--- src/rtl/sram_ctl_pkg.sv ---
// Shared types and timing helpers for the asynchronous SRAM controller.
// Assumes all timing limits are non-negative integers in ns.
package sram_ctl_pkg;

    localparam int ADDR_W = 19;
    localparam int DATA_W = 16;
    localparam int LANES  = DATA_W / 8;

    typedef enum logic [1:0] {
        ST_IDLE,
        ST_GAP,
        ST_READ,
        ST_WRITE
    } ctl_state_e;

    // Cycles needed to cover a limit: ceiling of ns / period, at least one.
    function automatic int ns_to_cyc(input int ns, input int clk_ns);
        int c;
        c = (ns + clk_ns - 1) / clk_ns;
        return (c < 1) ? 1 : c;
    endfunction

    function automatic int max_of(input int a, input int b);
        return (a > b) ? a : b;
    endfunction

endpackage

--- src/rtl/sram_ctl_timer.sv ---
// Down-counter that times one access phase.
// Loading N makes the phase last N+1 cycles.
// Assumes load is only requested once the previous phase has finished.
module sram_ctl_timer #(
    parameter int W = 3
) (
    input  logic         clk,
    input  logic         rst_n,
    input  logic         load,
    input  logic [W-1:0] load_val,
    output logic         last
);
    logic [W-1:0] cnt;

    // Load on phase start, otherwise count down to zero and hold there.
    always_ff @(posedge clk) begin
        if (!rst_n)          cnt <= '0;
        else if (load)       cnt <= load_val;
        else if (cnt != '0)  cnt <= cnt - 1'b1;
    end

    assign last = (cnt == '0);

    AST_TIMER_HOLDS_ZERO: assert property (@(posedge clk) disable iff (!rst_n)
        (last && !load) |=> last);
endmodule

--- src/rtl/sram_ctl_gap.sv ---
// Turnaround guard. After a read releases output enable, it counts off
// the cycles in which the memory may still drive the data lines.
// ok_next is 1 when data drive may begin on the next clock edge.
module sram_ctl_gap #(
    parameter int TA = 3
) (
    input  logic clk,
    input  logic rst_n,
    input  logic rel,
    input  logic drive,
    output logic ok_next
);
    localparam int GW = $clog2(TA + 1);
    logic [GW-1:0] cnt;

    // Reload when a read ends, then count down to zero.
    always_ff @(posedge clk) begin
        if (!rst_n)         cnt <= '0;
        else if (rel)       cnt <= GW'(TA);
        else if (cnt != '0) cnt <= cnt - 1'b1;
    end

    assign ok_next = (cnt <= GW'(1));

    AST_GAP_BEFORE_DRIVE: assert property (@(posedge clk) disable iff (!rst_n)
        $rose(drive) |-> $past(ok_next));
endmodule

--- src/rtl/sram_ctl_rdcap.sv ---
// Read capture. It samples the bus on the last read cycle, zeroes the lanes
// that were not enabled, and raises a one-cycle valid.
module sram_ctl_rdcap
    import sram_ctl_pkg::*;
(
    input  logic              clk,
    input  logic              rst_n,
    input  logic              capture,
    input  logic [LANES-1:0]  be,
    input  logic [DATA_W-1:0] din,
    output logic              valid,
    output logic [DATA_W-1:0] rdata
);
    // Valid pulse follows each capture by one cycle.
    always_ff @(posedge clk) begin
        if (!rst_n) valid <= 1'b0;
        else        valid <= capture;
    end

    for (genvar l = 0; l < LANES; l++) begin : g_lane
        // Capture one lane, replacing a floating lane with zeros.
        always_ff @(posedge clk) begin
            if (!rst_n)       rdata[8*l +: 8] <= '0;
            else if (capture) rdata[8*l +: 8] <= be[l] ? din[8*l +: 8] : 8'h00;
        end
    end

    AST_RSP_ONE_CYCLE: assert property (@(posedge clk) disable iff (!rst_n)
        valid |=> !valid);
endmodule

--- src/rtl/sram_ctl.sv ---
// Asynchronous SRAM access controller (top).
// Takes one host word request at a time and drives registered memory
// strobes. Every phase length is derived from the ns parameters and CLK_NS.
// Assumes the pads combine mem_dq_out, mem_dq_oe and mem_dq_in into one bus.
module sram_ctl
    import sram_ctl_pkg::*;
#(
    parameter int CLK_NS   = 10,
    parameter int T_AA_NS  = 70,
    parameter int T_OE_NS  = 35,
    parameter int T_WP_NS  = 50,
    parameter int T_WC_NS  = 70,
    parameter int T_AW_NS  = 60,
    parameter int T_DW_NS  = 30,
    parameter int T_HZ_NS  = 25
) (
    input  logic              clk,
    input  logic              rst_n,
    input  logic              req_valid,
    output logic              req_ready,
    input  logic              req_write,
    input  logic [ADDR_W-1:0] req_addr,
    input  logic [DATA_W-1:0] req_wdata,
    input  logic [LANES-1:0]  req_be,
    output logic              rsp_valid,
    output logic [DATA_W-1:0] rsp_rdata,
    output logic [ADDR_W-1:0] mem_addr,
    output logic              mem_ce_n,
    output logic              mem_ce,
    output logic              mem_oe_n,
    output logic              mem_we_n,
    output logic              mem_lb_n,
    output logic              mem_ub_n,
    output logic [DATA_W-1:0] mem_dq_out,
    output logic              mem_dq_oe,
    input  logic [DATA_W-1:0] mem_dq_in
);
    localparam int RD_CYC = max_of(ns_to_cyc(T_AA_NS, CLK_NS), ns_to_cyc(T_OE_NS, CLK_NS));
    localparam int WR_CYC = max_of(max_of(ns_to_cyc(T_WP_NS, CLK_NS), ns_to_cyc(T_WC_NS, CLK_NS)),
                                   max_of(ns_to_cyc(T_AW_NS, CLK_NS), ns_to_cyc(T_DW_NS, CLK_NS)));
    localparam int TA_CYC = ns_to_cyc(T_HZ_NS, CLK_NS);
    localparam int CNT_W  = $clog2(max_of(RD_CYC, WR_CYC) + 1);

    ctl_state_e       state;
    logic [LANES-1:0] be_q;
    logic             go_rd, go_wr, rd_end, wr_end, tmr_last, gap_ok;
    logic [LANES-1:0] go_be;

    // Decide which phase starts on this edge and which lanes it uses.
    always_comb begin
        go_rd  = (state == ST_IDLE) && req_valid && !req_write;
        go_wr  = ((state == ST_IDLE) && req_valid && req_write && gap_ok)
               || ((state == ST_GAP) && gap_ok);
        go_be  = (state == ST_IDLE) ? req_be : be_q;
        rd_end = (state == ST_READ)  && tmr_last;
        wr_end = (state == ST_WRITE) && tmr_last;
    end

    assign req_ready = (state == ST_IDLE);

    sram_ctl_timer #(.W(CNT_W)) u_timer (
        .clk      (clk),
        .rst_n    (rst_n),
        .load     (go_rd || go_wr),
        .load_val (go_rd ? CNT_W'(RD_CYC - 1) : CNT_W'(WR_CYC - 1)),
        .last     (tmr_last)
    );

    sram_ctl_gap #(.TA(TA_CYC)) u_gap (
        .clk     (clk),
        .rst_n   (rst_n),
        .rel     (rd_end),
        .drive   (mem_dq_oe),
        .ok_next (gap_ok)
    );

    sram_ctl_rdcap u_rdcap (
        .clk     (clk),
        .rst_n   (rst_n),
        .capture (rd_end),
        .be      (be_q),
        .din     (mem_dq_in),
        .valid   (rsp_valid),
        .rdata   (rsp_rdata)
    );

    // Sequence the state and the registered memory strobes.
    always_ff @(posedge clk) begin
        if (!rst_n) begin
            state      <= ST_IDLE;
            be_q       <= '0;
            mem_addr   <= '0;
            mem_dq_out <= '0;
            mem_ce_n   <= 1'b1;
            mem_ce     <= 1'b0;
            mem_oe_n   <= 1'b1;
            mem_we_n   <= 1'b1;
            mem_lb_n   <= 1'b1;
            mem_ub_n   <= 1'b1;
            mem_dq_oe  <= 1'b0;
        end else begin
            if (state == ST_IDLE && req_valid) begin
                be_q       <= req_be;
                mem_addr   <= req_addr;
                mem_dq_out <= req_wdata;
                if (req_write && !gap_ok) state <= ST_GAP;
            end
            if (go_rd || go_wr) begin
                state    <= go_rd ? ST_READ : ST_WRITE;
                mem_ce_n <= 1'b0;
                mem_ce   <= 1'b1;
                mem_oe_n <= !go_rd;
                mem_we_n <= !go_wr;
                mem_dq_oe <= go_wr;
                mem_lb_n <= !go_be[0];
                mem_ub_n <= !go_be[1];
            end
            if (rd_end || wr_end) begin
                state     <= ST_IDLE;
                mem_ce_n  <= 1'b1;
                mem_ce    <= 1'b0;
                mem_oe_n  <= 1'b1;
                mem_we_n  <= 1'b1;
                mem_dq_oe <= 1'b0;
                mem_lb_n  <= 1'b1;
                mem_ub_n  <= 1'b1;
            end
        end
    end

    AST_NO_DRIVE_WITH_OE: assert property (@(posedge clk) disable iff (!rst_n)
        !(mem_dq_oe && !mem_oe_n));
    AST_DRIVE_ONLY_IN_WRITE: assert property (@(posedge clk) disable iff (!rst_n)
        mem_dq_oe |-> !mem_we_n);
    AST_WE_OE_EXCLUSIVE: assert property (@(posedge clk) disable iff (!rst_n)
        !(!mem_we_n && !mem_oe_n));
    AST_ADDR_STABLE: assert property (@(posedge clk) disable iff (!rst_n)
        (!mem_ce_n && !$past(mem_ce_n)) |-> $stable(mem_addr));
    AST_BUSY_NOT_READY: assert property (@(posedge clk) disable iff (!rst_n)
        !mem_ce_n |-> !req_ready);
    AST_CE_PAIRED: assert property (@(posedge clk) disable iff (!rst_n)
        mem_ce == !mem_ce_n);
endmodule

--- config.mk ---
export PLATFORM = sky130hd
export DESIGN_NAME = sram_ctl
export DESIGN_NICKNAME = d
export VERILOG_FILES = /design/src/rtl/sram_ctl_pkg.sv /design/src/rtl/sram_ctl_timer.sv /design/src/rtl/sram_ctl_gap.sv /design/src/rtl/sram_ctl_rdcap.sv /design/src/rtl/sram_ctl.sv
export SDC_FILE = /design/constraint.sdc
export NUM_CORES = 1
export LEC_CHECK = 0
export BUFFER_PORTS_ARGS = -buffer_cell sky130_fd_sc_hd__buf_2
export CORE_ASPECT_RATIO = 0.5
export CORE_UTILIZATION = 47
export DETAILED_ROUTE_END_ITERATION = 8
export MAX_ROUTING_LAYER = met4
export PLACE_DENSITY = 0.85
export SYNTH_ARGS = -nofsm -noshare
export SYNTH_HDL_FRONTEND = slang
export SYNTH_SLANG_ARGS = --single-unit
--- constraint.sdc ---
create_clock -name clk -period 1.8 [get_ports clk]
set_clock_uncertainty 0.1 [all_clocks]
set_input_delay 0.27 -clock clk [delete_from_list [all_inputs] [get_ports clk]]
set_output_delay 0.27 -clock clk [all_outputs]
set_load 0.01 [all_outputs]
Word level (Yosys, flattened, before mapping)
Index checks and enable logic that the tools add are counted.
Operators by class
  divide/modulo/power cells: 0
  order comparisons: 1
  multiply operators: 0
  shift operators: 0
  reduce and logical (&&, ||, !) cells: 28
  bitwise operators: 1
  $add $sub $neg: 2
  mux-type cells: 11
  equality and inequality tests: 3
Operators by type and width (number)
  8-bit two-way mux: 2
  2-bit two-way mux: 6
  2-bit nonzero test: 5
  1-bit logical AND: 8
  1-bit logical NOT: 6
  3-bit two-way mux: 2
  2-bit equality test (second input constant): 2
  2-bit OR reduction: 2
  3-bit logical NOT: 1
  1-bit logical OR: 3
  3-bit nonzero test: 1
  3-bit by 1-bit subtractor with 3-bit output (second input constant): 1
  2-bit by 1-bit equality test with 1-bit output (second input constant): 1
  2-bit by 1-bit less-or-equal comparator with 1-bit output (second input constant): 1
  2-bit logical NOT: 1
  2-bit AND reduction: 1
  2-bit by 1-bit subtractor with 2-bit output (second input constant): 1
  1-bit two-way mux: 1
  1-bit inverter: 1
Word-level totals
  memory bits (writable): 0
  memories kept: 0
  bits in read-only memories: 0
  output and inout port bits: 60
  register bits: 68
  bits in latches: 0
  logic and storage cells: 63

Longest topological paths before layout
Gate-level depths: netlist (run 1).
  depth in word-level cells: 8
  mapped depth: 7

Cells and area by module
Synthesis (run 1) repeated with hierarchy kept, for this count alone.
Unflattened totals
  cell total of the unflattened synthesis: 314
  area, all modules: 2834.0 sq um
By module, submodules not included
  sram_ctl: seq. area each 920.9 sq um, times used 1, cells an instance 206, area an instance 1818.0 sq um
  sram_ctl_rdcap: seq. area each 340.3 sq um, times used 1, cells an instance 75, area an instance 698.2 sq um
  sram_ctl_timer: seq. area each 60.1 sq um, times used 1, cells an instance 22, area an instance 205.2 sq um
  sram_ctl_gap: seq. area each 40.0 sq um, times used 1, cells an instance 11, area an instance 112.6 sq um

Worst setup path before layout (run 1)
OpenSTA, ideal clock, no wires.
  path type: register to register
  start point: register u_timer.cnt[0]
  end point: register u_rdcap.rdata[0]
  library setup time: 0.059 ns
  required time: 1.641 ns
  clock period less this slack: 1.631 ns
  stages on the path, launching flop included: 8
  arrival time: 1.473 ns
  slack: 0.169 ns
  cells stage by stage: dfxtp_1 nor2_1 ha_1 buf_2 and2b_1 a21boi_2 buf_4 a22o_1
Between the ends
  longest elaborated chain between the ends: 2
RTL lines
  start: declaration: RTL line sram_ctl_timer.sv:13  | logic [W-1:0] cnt;
  start signal: assignment: RTL line sram_ctl_timer.sv:18  | else if (load) cnt <= load_val;
  start signal: assignment: RTL line sram_ctl_timer.sv:19  | else if (cnt != '0) cnt <= cnt - 1'b1;
  3-bit logical NOT: RTL line sram_ctl_timer.sv:22  | assign last = (cnt == '0);
  1-bit logical AND: RTL line sram_ctl.sv:55  | rd_end = (state == ST_READ) && tmr_last;
  end signal: indexed assignment: RTL line sram_ctl_rdcap.sv:24  | else if (capture) rdata[8*l +: 8] <= be[l] ? din[8*l +: 8] : 8'h00;
  end: declaration: RTL line sram_ctl_rdcap.sv:12  | output logic [DATA_W-1:0] rdata
Every way passes these cells.
A chain may end at the register's enable or synchronous reset.

Worst setup path after layout (run 1)
  start point: register u_timer.cnt[0]
  end point: register u_rdcap.rdata[15]
The elaborated chain is that of the path after synthesis.

==> results by group, run 1 <==
Critical path
  – End of the worst register-to-register path: u_rdcap.rdata[15]$_SDFFE_PN0P_
  – CP max FO: 16
  – Required time of the critical path: 1.96 ns
  – Worst flop-to-flop path startpoint: u_timer.cnt[0]$_SDFFE_PP0P_
  – Worst R2R Setup Slack: 0.18 ns
  – CP Capture Type: flip-flop
  – WP data arrival: 1.78 ns
  – Startpoint Class: flip-flop
  – WS Path Type: reg -> reg
  – Reg2Reg Depth: 5

Clock network
  – Clock tree buffer depth: 2
  – Hold buffers post-CTS: 0
  – Clk sinks: 68
  – Reg clk slew, reported paths: 0.05 ns
  – CTS Root Cell: clkbuf_16
  – Total CTS buffers: 9
  – CTS tree: yes
  – Skew-Pair Late Insertion Delay: 0.32 ns
  – Total setup buffers inserted after CTS: 0
  – H-tree depth: 3

Global routing
  – First-pass GRT wire length: 9080 µm
  – Initial antenna violation count: 0
  – Largest net degree at the start of global routing: 39
  – Vias in the first global route: 2,058
  – GRT overflow: 0
  – Gr usage total: 0.1983

Placed design
  – GPL Wtd Cong: 0.7936
  – Post-DP HPWL: 4027 µm
  – PortBufs: 116
  – DP Cell Count: 456

Drt
  – Post-route DRC violation count: 0
  – Met2 WL: 2876 µm
  – Wl on met1: 2600 µm
  – Initial DRT Pass Iterations: 4
  – Total wire length: 5813 µm
  – Met3 wire len: 245 µm
  – Antenna Nets Post-Route: 0
  – Top layer in use: met4
  – DR iter-0 viols: 140
  – Drt wl/cell: 12.32 µm
  – Vias per Instance: 4.771
  – Via count: around 2,300

Synth
  – Avg Inst Size Synth: 9.929 µm²
  – Post-synthesis sequential element count: 68
  – Mapped Cells: 278
  – Synthesis Warnings: 0
  – Post-synth top flop: dfxtp_1
  – Number of synthesized flops with an enable pin: 0
  – Post-synth net total: 339
  – Register area share after synthesis: 0.4932
  – Async set-or-reset flop fraction in the synthesized netlist: 0
  – Count of different cell masters after synthesis: 33
  – Synth Cell Area: 2760 µm²

Min path
  – Hold Crit Depth: 2
  – Hold Path Sink: u_rdcap.rdata[5]$_SDFFE_PN0P_
  – Hold Path Origin: mem_dq_in[5]
  – Hold Crit Class: in -> reg

Timing
  – Slew margin rel.: 0.7148
  – Final-report hold violation count: 0
  – Fin crit share: 0.8994
  – Setup tns final: 0 ns
  – Max Transition Viols Final: 0
  – Endpoints failing setup: 0
  – RSZ-0062 raised after global routing: no
  – Worst Max-Slew Pin Slew: 0.4267 ns
  – Max Clk Rate: 0.6177 GHz
  – Fin crit period: 1.619 ns

Floorplan
  – Die Y: about 56 µm
  – I/O pins: 117
  – Initial Util: 0.4962
  – Die X: 110.4 µm
  – Core area: 5563 µm²
  – Row cnt: 19
  – Die Footprint: 6202 µm²

Layout
  – Filler cells: approximately 470
  – Layout cells sized above 1: 0.4386
  – Post-layout net count: between 400 and 500
  – Commonest non-fill, non-tap cells in the layout: buf_2 (116), nand2_1 (77), dfxtp_1 (68)
  – Most common cell after layout, fill and taps aside: buf_2
  – Area grow syn2layout: 33.05%
  – N_diodes: 0
  – Fin cells: 472

Run
  – Total of max-cap violations: 0

Power and ir drop
  – Peak supply drop: 0.0006556 V
  – Total Power: 4.765 mW
  – PD cells: 1298 nW/µm²
  – Lkg Pwr: ~1.7 nW

Run status
  – Status: complete, no violations
-- flip-flops by register name (all words and copies together), names as in the netlist --
register,count
mem_oe_n,1
mem_we_n,1
u_gap.cnt,2
u_timer.cnt,3
u_rdcap.rdata,16
mem_dq_out,16
mem_lb_n,1
mem_ce_n,1
u_rdcap.valid,1
mem_ce,1
mem_ub_n,1
be_q,2
mem_addr,19
mem_dq_oe,1
state,2
-- area by class of cell --
class / instances / area [µm²] / share of cell area
clock buffers: 12 / 256.5 / 0.06985
clock inverters: 4 / 47.55 / 0.01295
inverters: 10 / 37.54 / 0.01022
multi-input cells: 182 / 1232 / 0.3356
flip-flops and latches: 68 / 1361 / 0.3707
well taps: 73 / 91.34 / 0.02487
repair buffers: 123 / 645.6 / 0.1758
-- how the worst max path moves through the flow --
stage | start | endpoint | slack (ns) | cells past startpoint
6_report | u_timer.cnt[0]$_SDFFE_PP0P_ | u_rdcap.rdata[15]$_SDFFE_PN0P_ | 0.18 | 5
5_1_grt | u_timer.cnt[0]$_SDFFE_PP0P_ | u_rdcap.rdata[10]$_SDFFE_PN0P_ | 0.06 | 5
4_1_cts | u_timer.cnt[0]$_SDFFE_PP0P_ | u_rdcap.rdata[15]$_SDFFE_PN0P_ | 0.01 | 5
3_5_place_dp | u_timer.cnt[0]$_SDFFE_PP0P_ | u_rdcap.rdata[10]$_SDFFE_PN0P_ | 0.03 | 5
3_3_place_gp | u_timer.cnt[0]$_SDFFE_PP0P_ | u_rdcap.rdata[8]$_SDFFE_PN0P_ | 0.07 | 5
2_1_floorplan | u_timer.cnt[0]$_SDFFE_PP0P_ | u_rdcap.rdata[0]$_SDFFE_PN0P_ | 0.17 | 7
-- where the power goes --
part           internal (mW)  switching [mW]
Sequential              1.71           0.131
Clock                   1.14           0.598
Combinational          0.528           0.652
Total                   3.38            1.38
-- critical path, cell delays in order, from the launching register on --
cell	delay (ns)
dfxtp_1	0.37
nor2_1	0.07
ha_1	0.20
and2b_1	0.20
a21boi_4	0.40
a22o_1	0.22
-- logic make-up (layout without fill, tap and decap cells) --
kind of cell    count (synthesis)  after routing  synth area share
compound gates                 79             79            0.2616
xor+xnor                        2              2          0.006347
fa+ha+maj                       4              4           0.01813
buf+inv                        28            149           0.06301
flops                          68             68            0.4932
simple gates                   97             97            0.1578
-- routing by layer --
| layer | vias up | global-route usage |
|---|---|---|
| li1 | 1169 | - |
| met4 | 0 | 0.08271 |
| met2 | 59 | 0.3345 |
| met3 | 10 | 0.05855 |
| met5 | - | - |
| met1 | 1014 | 0.2182 |
-- Yosys cell counts, drive strengths merged (4+ instances only) --
library cell	n	area share
nor2	5	0.0068
inv	10	0.014
a21boi	39	0.15
buf	13	0.043
ha	4	0.018
clkbuf	5	0.0068
nand2	77	0.10
o21ai	5	0.0091
a22o	16	0.051
o21a	5	0.014
dfxtp	68	0.49
-- timing repair --
action,CTS,global route
hold endpoints to repair,0,0
setup endpoints to repair,0,16
resized for setup,0,1
-- through the flow --
step                      setup WS (ns)  utilization  hold slack [ns]  area (µm²)
after global placement          0.06914       0.6041           0.3476        3361
after global routing            0.06489       0.6601          0.05498        3672
after floorplan                  0.1685            -           0.2955        2760
after CTS                       0.01374       0.6588          0.04759        3665
final                            0.1810       0.6601          0.05829        3672
after detailed placement        0.03080       0.6041           0.3527        3361
Power figures use the tool's default switching activity.
==> run 2, diff against run 1 <==
--- a/config.mk
+++ b/config.mk
@@ -5,9 +5,10 @@
 export SDC_FILE = /design/constraint.sdc
 export NUM_CORES = 1
 export LEC_CHECK = 0
-export BUFFER_PORTS_ARGS = -buffer_cell sky130_fd_sc_hd__buf_2
+export ABC_AREA = 1
+export BUFFER_PORTS_ARGS = -buffer_cell sky130_fd_sc_hd__buf_4
 export CORE_ASPECT_RATIO = 0.5
-export CORE_UTILIZATION = 47
+export CORE_UTILIZATION = 46
 export DETAILED_ROUTE_END_ITERATION = 8
 export MAX_ROUTING_LAYER = met4
 export PLACE_DENSITY = 0.85
==> run 2 against run 1 <==
Effect of this change:
- synthesized cell count rose by 16%
- first-iteration DRC count fell by 48%
- worst hold slack improved by 0.021 ns
- final area fell by 1.9%
- sequential share of layout area rose by 0.72 points
- global-route usage rose by 2.9 points
- critical endpoint is now u_timer.cnt[1]$_SDFFE_PN0P_
- largest cell class unchanged
- non-clock buffer count did not move
- combinational power rose by 25%
- maximum frequency rose by 4.3%
- power fell by 4.7%
- critical path type unchanged
==> results by group, run 2 <==
Run status
  – Status: complete, no violations (unchanged)

Clock network
  – CTS tree: yes (unchanged)
  – Hold buffers post-CTS: 0 (unchanged)
  – Skew-Pair Late Insertion Delay: 0.33 ns (was 0.32 ns)
  – Reg clk slew, reported paths: 0.07 ns (was 0.05 ns)
  – H-tree depth: 3 (unchanged)
  – Total setup buffers inserted after CTS: 0 (unchanged)
  – CTS Root Cell: clkbuf_8 (was clkbuf_16)
  – Total CTS buffers: 9 (unchanged)
  – Clock tree buffer depth: 2 (unchanged)
  – Clk sinks: 68 (unchanged)
  – # resized after CTS: 0 (unchanged)

Power and ir drop
  – Clock Power Share: 0.237 (was 0.365)
  – Switching Share: 0.3416 (was 0.2898)
  – Combinational Power Share: 0.326 (was 0.248)
  – Peak supply drop: 0.0005871 V (was 0.0006556 V)
  – PD cells: 1260 nW/µm² (was 1298 nW/µm²)
  – Lkg Pwr: 1.734 nW (was 1.717 nW)
  – Reg power frac: 0.437 (was 0.387)
  – Switching pwr: 1.551 mW (was 1.381 mW)
  – Cell Int Power: 2.988 mW (was 3.384 mW)

Global routing
  – GRT overflow: 0 (unchanged)
  – Largest net degree at the start of global routing: 37 (was 39)
  – Gr usage total: 0.2269 (was 0.1983)
  – First-pass GRT wire length: 9832 µm (was 9080 µm)
  – Vias in the first global route: 2,241 (was 2,058)
  – Met1 usage: 0.2452 (was 0.2182)
  – Layer with the highest usage: met2 (unchanged)
  – Initial antenna violation count: 0 (unchanged)
  – GR Layer Usage met2: 0.4140 (was 0.3345)
  – Met3 Track Usage GR: 0.05952 (was 0.05855)

Floorplan
  – Row cnt: 18 (was 19)
  – Die Footprint: 5785 µm² (was 6202 µm²)
  – Die Y: 54.29 µm (was 56.19 µm)
  – Core area: 5090 µm² (was 5563 µm²)
  – Die X: 106.6 µm (was 110.4 µm)
  – I/O pins: 117 (unchanged)
  – Initial Util: 0.4941 (was 0.4962)

Run
  – Total of max-cap violations: 0 (unchanged)

Layout
  – Most common cell after layout, fill and taps aside: buf_4 (was buf_2)
  – Layout cells sized above 1: 0.3220 (was 0.4386)
  – Area grow syn2layout: 43.23% (was 33.05%)
  – Post-layout net count: 497 (was 455)
  – Sequential Area: 1361 µm² (unchanged)
  – N_diodes: 0 (unchanged)
  – Top flop regs: mem_addr (19), mem_dq_out (16), u_rdcap.rdata (16) (unchanged)
  – Fin cells: 511 (was 472)
  – Commonest non-fill, non-tap cells in the layout: buf_4 (123), nor2_1 (80), dfxtp_1 (68) (was buf_2 (116), nand2_1 (77), dfxtp_1 (68))
  – Biggest register: mem_addr (unchanged)
  – Design Area, Final: 3602 µm² (was 3672 µm²)
  – Max FFs per register: 19 (unchanged)
  – Filler cells: 400 (was 471)
  – Multi-input logic area: 997.2 µm² (was 1232 µm²)

Critical path
  – CP Capture Type: flip-flop (unchanged)
  – WS Path Type: reg -> reg (unchanged)
  – Required time of the critical path: 1.93 ns (was 1.96 ns)
  – WP data arrival: 1.68 ns (was 1.78 ns)
  – CP max FO: 11 (was 16)
  – Startpoint Class: flip-flop (unchanged)

Synth
  – Async set-or-reset flop fraction in the synthesized netlist: 0 (unchanged)
  – Compound-Gate Fraction of Synth Area: 0.1259 (was 0.2616)
  – Post-synthesis sequential element count: 68 (unchanged)
  – Mux cell area share after synthesis: 0 (unchanged)
  – Synth Area in XOR/XNOR: 0.006965 (was 0.006346)
  – Simple-gate portion of the synthesized area: 0.2438 (was 0.1578)
  – Post-synth net total: 383 (was 339)
  – Post-synth top area share: 0.5413 (was 0.4932)
  – Post-synth top flop: dfxtp_1 (unchanged)
  – Synth cell count leaders: nor2_1 (80), dfxtp_1 (68), o21ai_0 (56) (was nand2_1 (77), dfxtp_1 (68), a21boi_2 (32))
  – Avg Inst Size Synth: 7.810 µm² (was 9.929 µm²)
  – Count of different cell masters after synthesis: 22 (was 33)
  – Largest family of logic cells by synthesized area: simple AND/OR/NAND/NOR gates (was compound AO/OA/AOI/OAI gates)
  – Register area share after synthesis: 0.5413 (was 0.4932)
  – Synth area leader: dfxtp_1 (unchanged)
  – Mapped Cells: 322 (was 278)
  – Top-count cell post-synth: nor2_1 (was nand2_1)
  – Synthesis Warnings: 0 (unchanged)
  – Post-Synth Adder-Cell Area: 0.01990 (was 0.01813)
  – Synth Cell Area: 2515 µm² (was 2760 µm²)
  – Number of synthesized flops with an enable pin: 0 (unchanged)
  – Area contributors post-synth: dfxtp_1 (54%), nor2_1 (12%), o21ai_0 (11%) (was dfxtp_1 (49%), a21boi_2 (13%), nand2_1 (10%))

Drt
  – Total wire length: 6478 µm (was 5813 µm)
  – Via count: 2,499 (was 2,252)
  – Drt wl/cell: 12.68 µm (was 12.32 µm)
  – Vias per Instance: 4.890 (was 4.771)
  – Post-route DRC violation count: 0 (unchanged)
  – Initial DRT Pass Iterations: 5 (was 4)
  – DR iter-0 viols: 73 (was 140)
  – Antenna Nets Post-Route: 0 (unchanged)

Placed design
  – Pre-CTS WS: 0.2951 ns (was 0.03080 ns)
  – Area after DPL: 3433 µm² (was 3361 µm²)
  – Post-DP HPWL: 4710 µm (was 4027 µm)
  – GPL Wtd Cong: 0.8124 (was 0.7936)
  – DP Cell Count: 495 (was 456)
  – PortBufs: 116 (unchanged)

Timing
  – Setup tns final: 0 ns (unchanged)
  – Max Transition Viols Final: 0 (unchanged)
  – Worst Max-Slew Pin Slew: 0.4105 ns (was 0.4267 ns)
  – Fin crit share: 0.8626 (was 0.8994)
  – RSZ-0062 raised after global routing: no (unchanged)
  – Slew margin rel.: 0.7255 (was 0.7148)
  – Fin crit period: 1.553 ns (was 1.619 ns)
  – Endpoints failing setup: 0 (unchanged)
  – Max Clk Rate: 0.6441 GHz (was 0.6177 GHz)
  – Final-report hold violation count: 0 (unchanged)
  – Worst setup margin: 0.2473 ns (was 0.1810 ns)
  – Hold Worst Slack: 0.07918 ns (was 0.05829 ns)

Min path
  – Hold Crit Class: in -> reg (unchanged)
-- run 2: changes by cell type after synthesis, moves of 8 or more --
cell      delta
nor2_1      +75
nand3_1     +29
a22o_1      -16
nand2_1     -44
a21boi_2    -32
o21ai_0     +51
buf_6        -8
-- run 2: final timing paths --
kind | startpoint | to | slack, ns | depth (start not counted)
min reg2reg | mem_dq_oe$_SDFFE_PP0P_ | mem_dq_oe$_SDFFE_PP0P_ | 0.36 | 2
min | req_addr[14] | mem_addr[14]$_SDFFE_PN0N_ | 0.08 | 3
max reg2reg | u_gap.cnt[1]$_SDFFE_PN0P_ | u_timer.cnt[1]$_SDFFE_PN0P_ | 0.25 | 8
max | u_gap.cnt[1]$_SDFFE_PN0P_ | u_timer.cnt[1]$_SDFFE_PN0P_ | 0.25 | 8
-- run 2: final cells by class --
| cell class | count | area share |
|---|---|---|
| clock buffer | 11 | 0.03925 |
| clock inverter | 5 | 0.007642 |
| inverter | 17 | 0.01771 |
| multi-input combinational | 217 | 0.2768 |
| sequential | 68 | 0.3779 |
| tap | 70 | 0.02431 |
| timing repair buffer | 123 | 0.2563 |
-- run 2: through the flow --
stage	power [mW]	utilization
after global routing	4.825	0.7077
after CTS	4.571	0.7077
final	4.539	0.7077
after floorplan	2.862	-
after detailed placement	3.497	0.6745
after global placement	3.417	0.6745
-- run 2: layer usage --
layer / wire, µm / share of wire / vias to the layer above
met5: 0 / 0 / -
met4: 116 / 0.018 / 0
met3: 277 / 0.043 / 15
met2: 3326 / 0.51 / 70
met1: 2759 / 0.43 / 1145
li1: - / - / 1269
-- run 2: cells by family after synthesis --
group	count (synthesis)
simple gates	148
flops	68
compound gates	63
buf+inv	37
fa+ha+maj	4
xor+xnor	2
-- run 2: worst max-delay path: stages (launching register included) --
cell and delay (ns):
dfxtp_1 0.34, inv_1 0.07, ha_1 0.17, inv_1 0.05, nand2_1 0.04, nand3_1 0.29, nand2_1 0.20, nor2_1 0.14
nor2_1 0.05
-- run 2: power groups by stage --
| stage | Sequential [mW] | Combinational [mW] | Clock, mW |
|---|---|---|---|
| final | 1.99 | 1.48 | 1.07 |
| after global routing | 2.02 | 1.65 | 1.16 |
| after CTS | 1.98 | 1.49 | 1.10 |
| after detailed placement | 2.01 | 1.48 | 0 |
| after global placement | 2.00 | 1.42 | 0 |
| after floorplan | 2.07 | 0.792 | 0 |
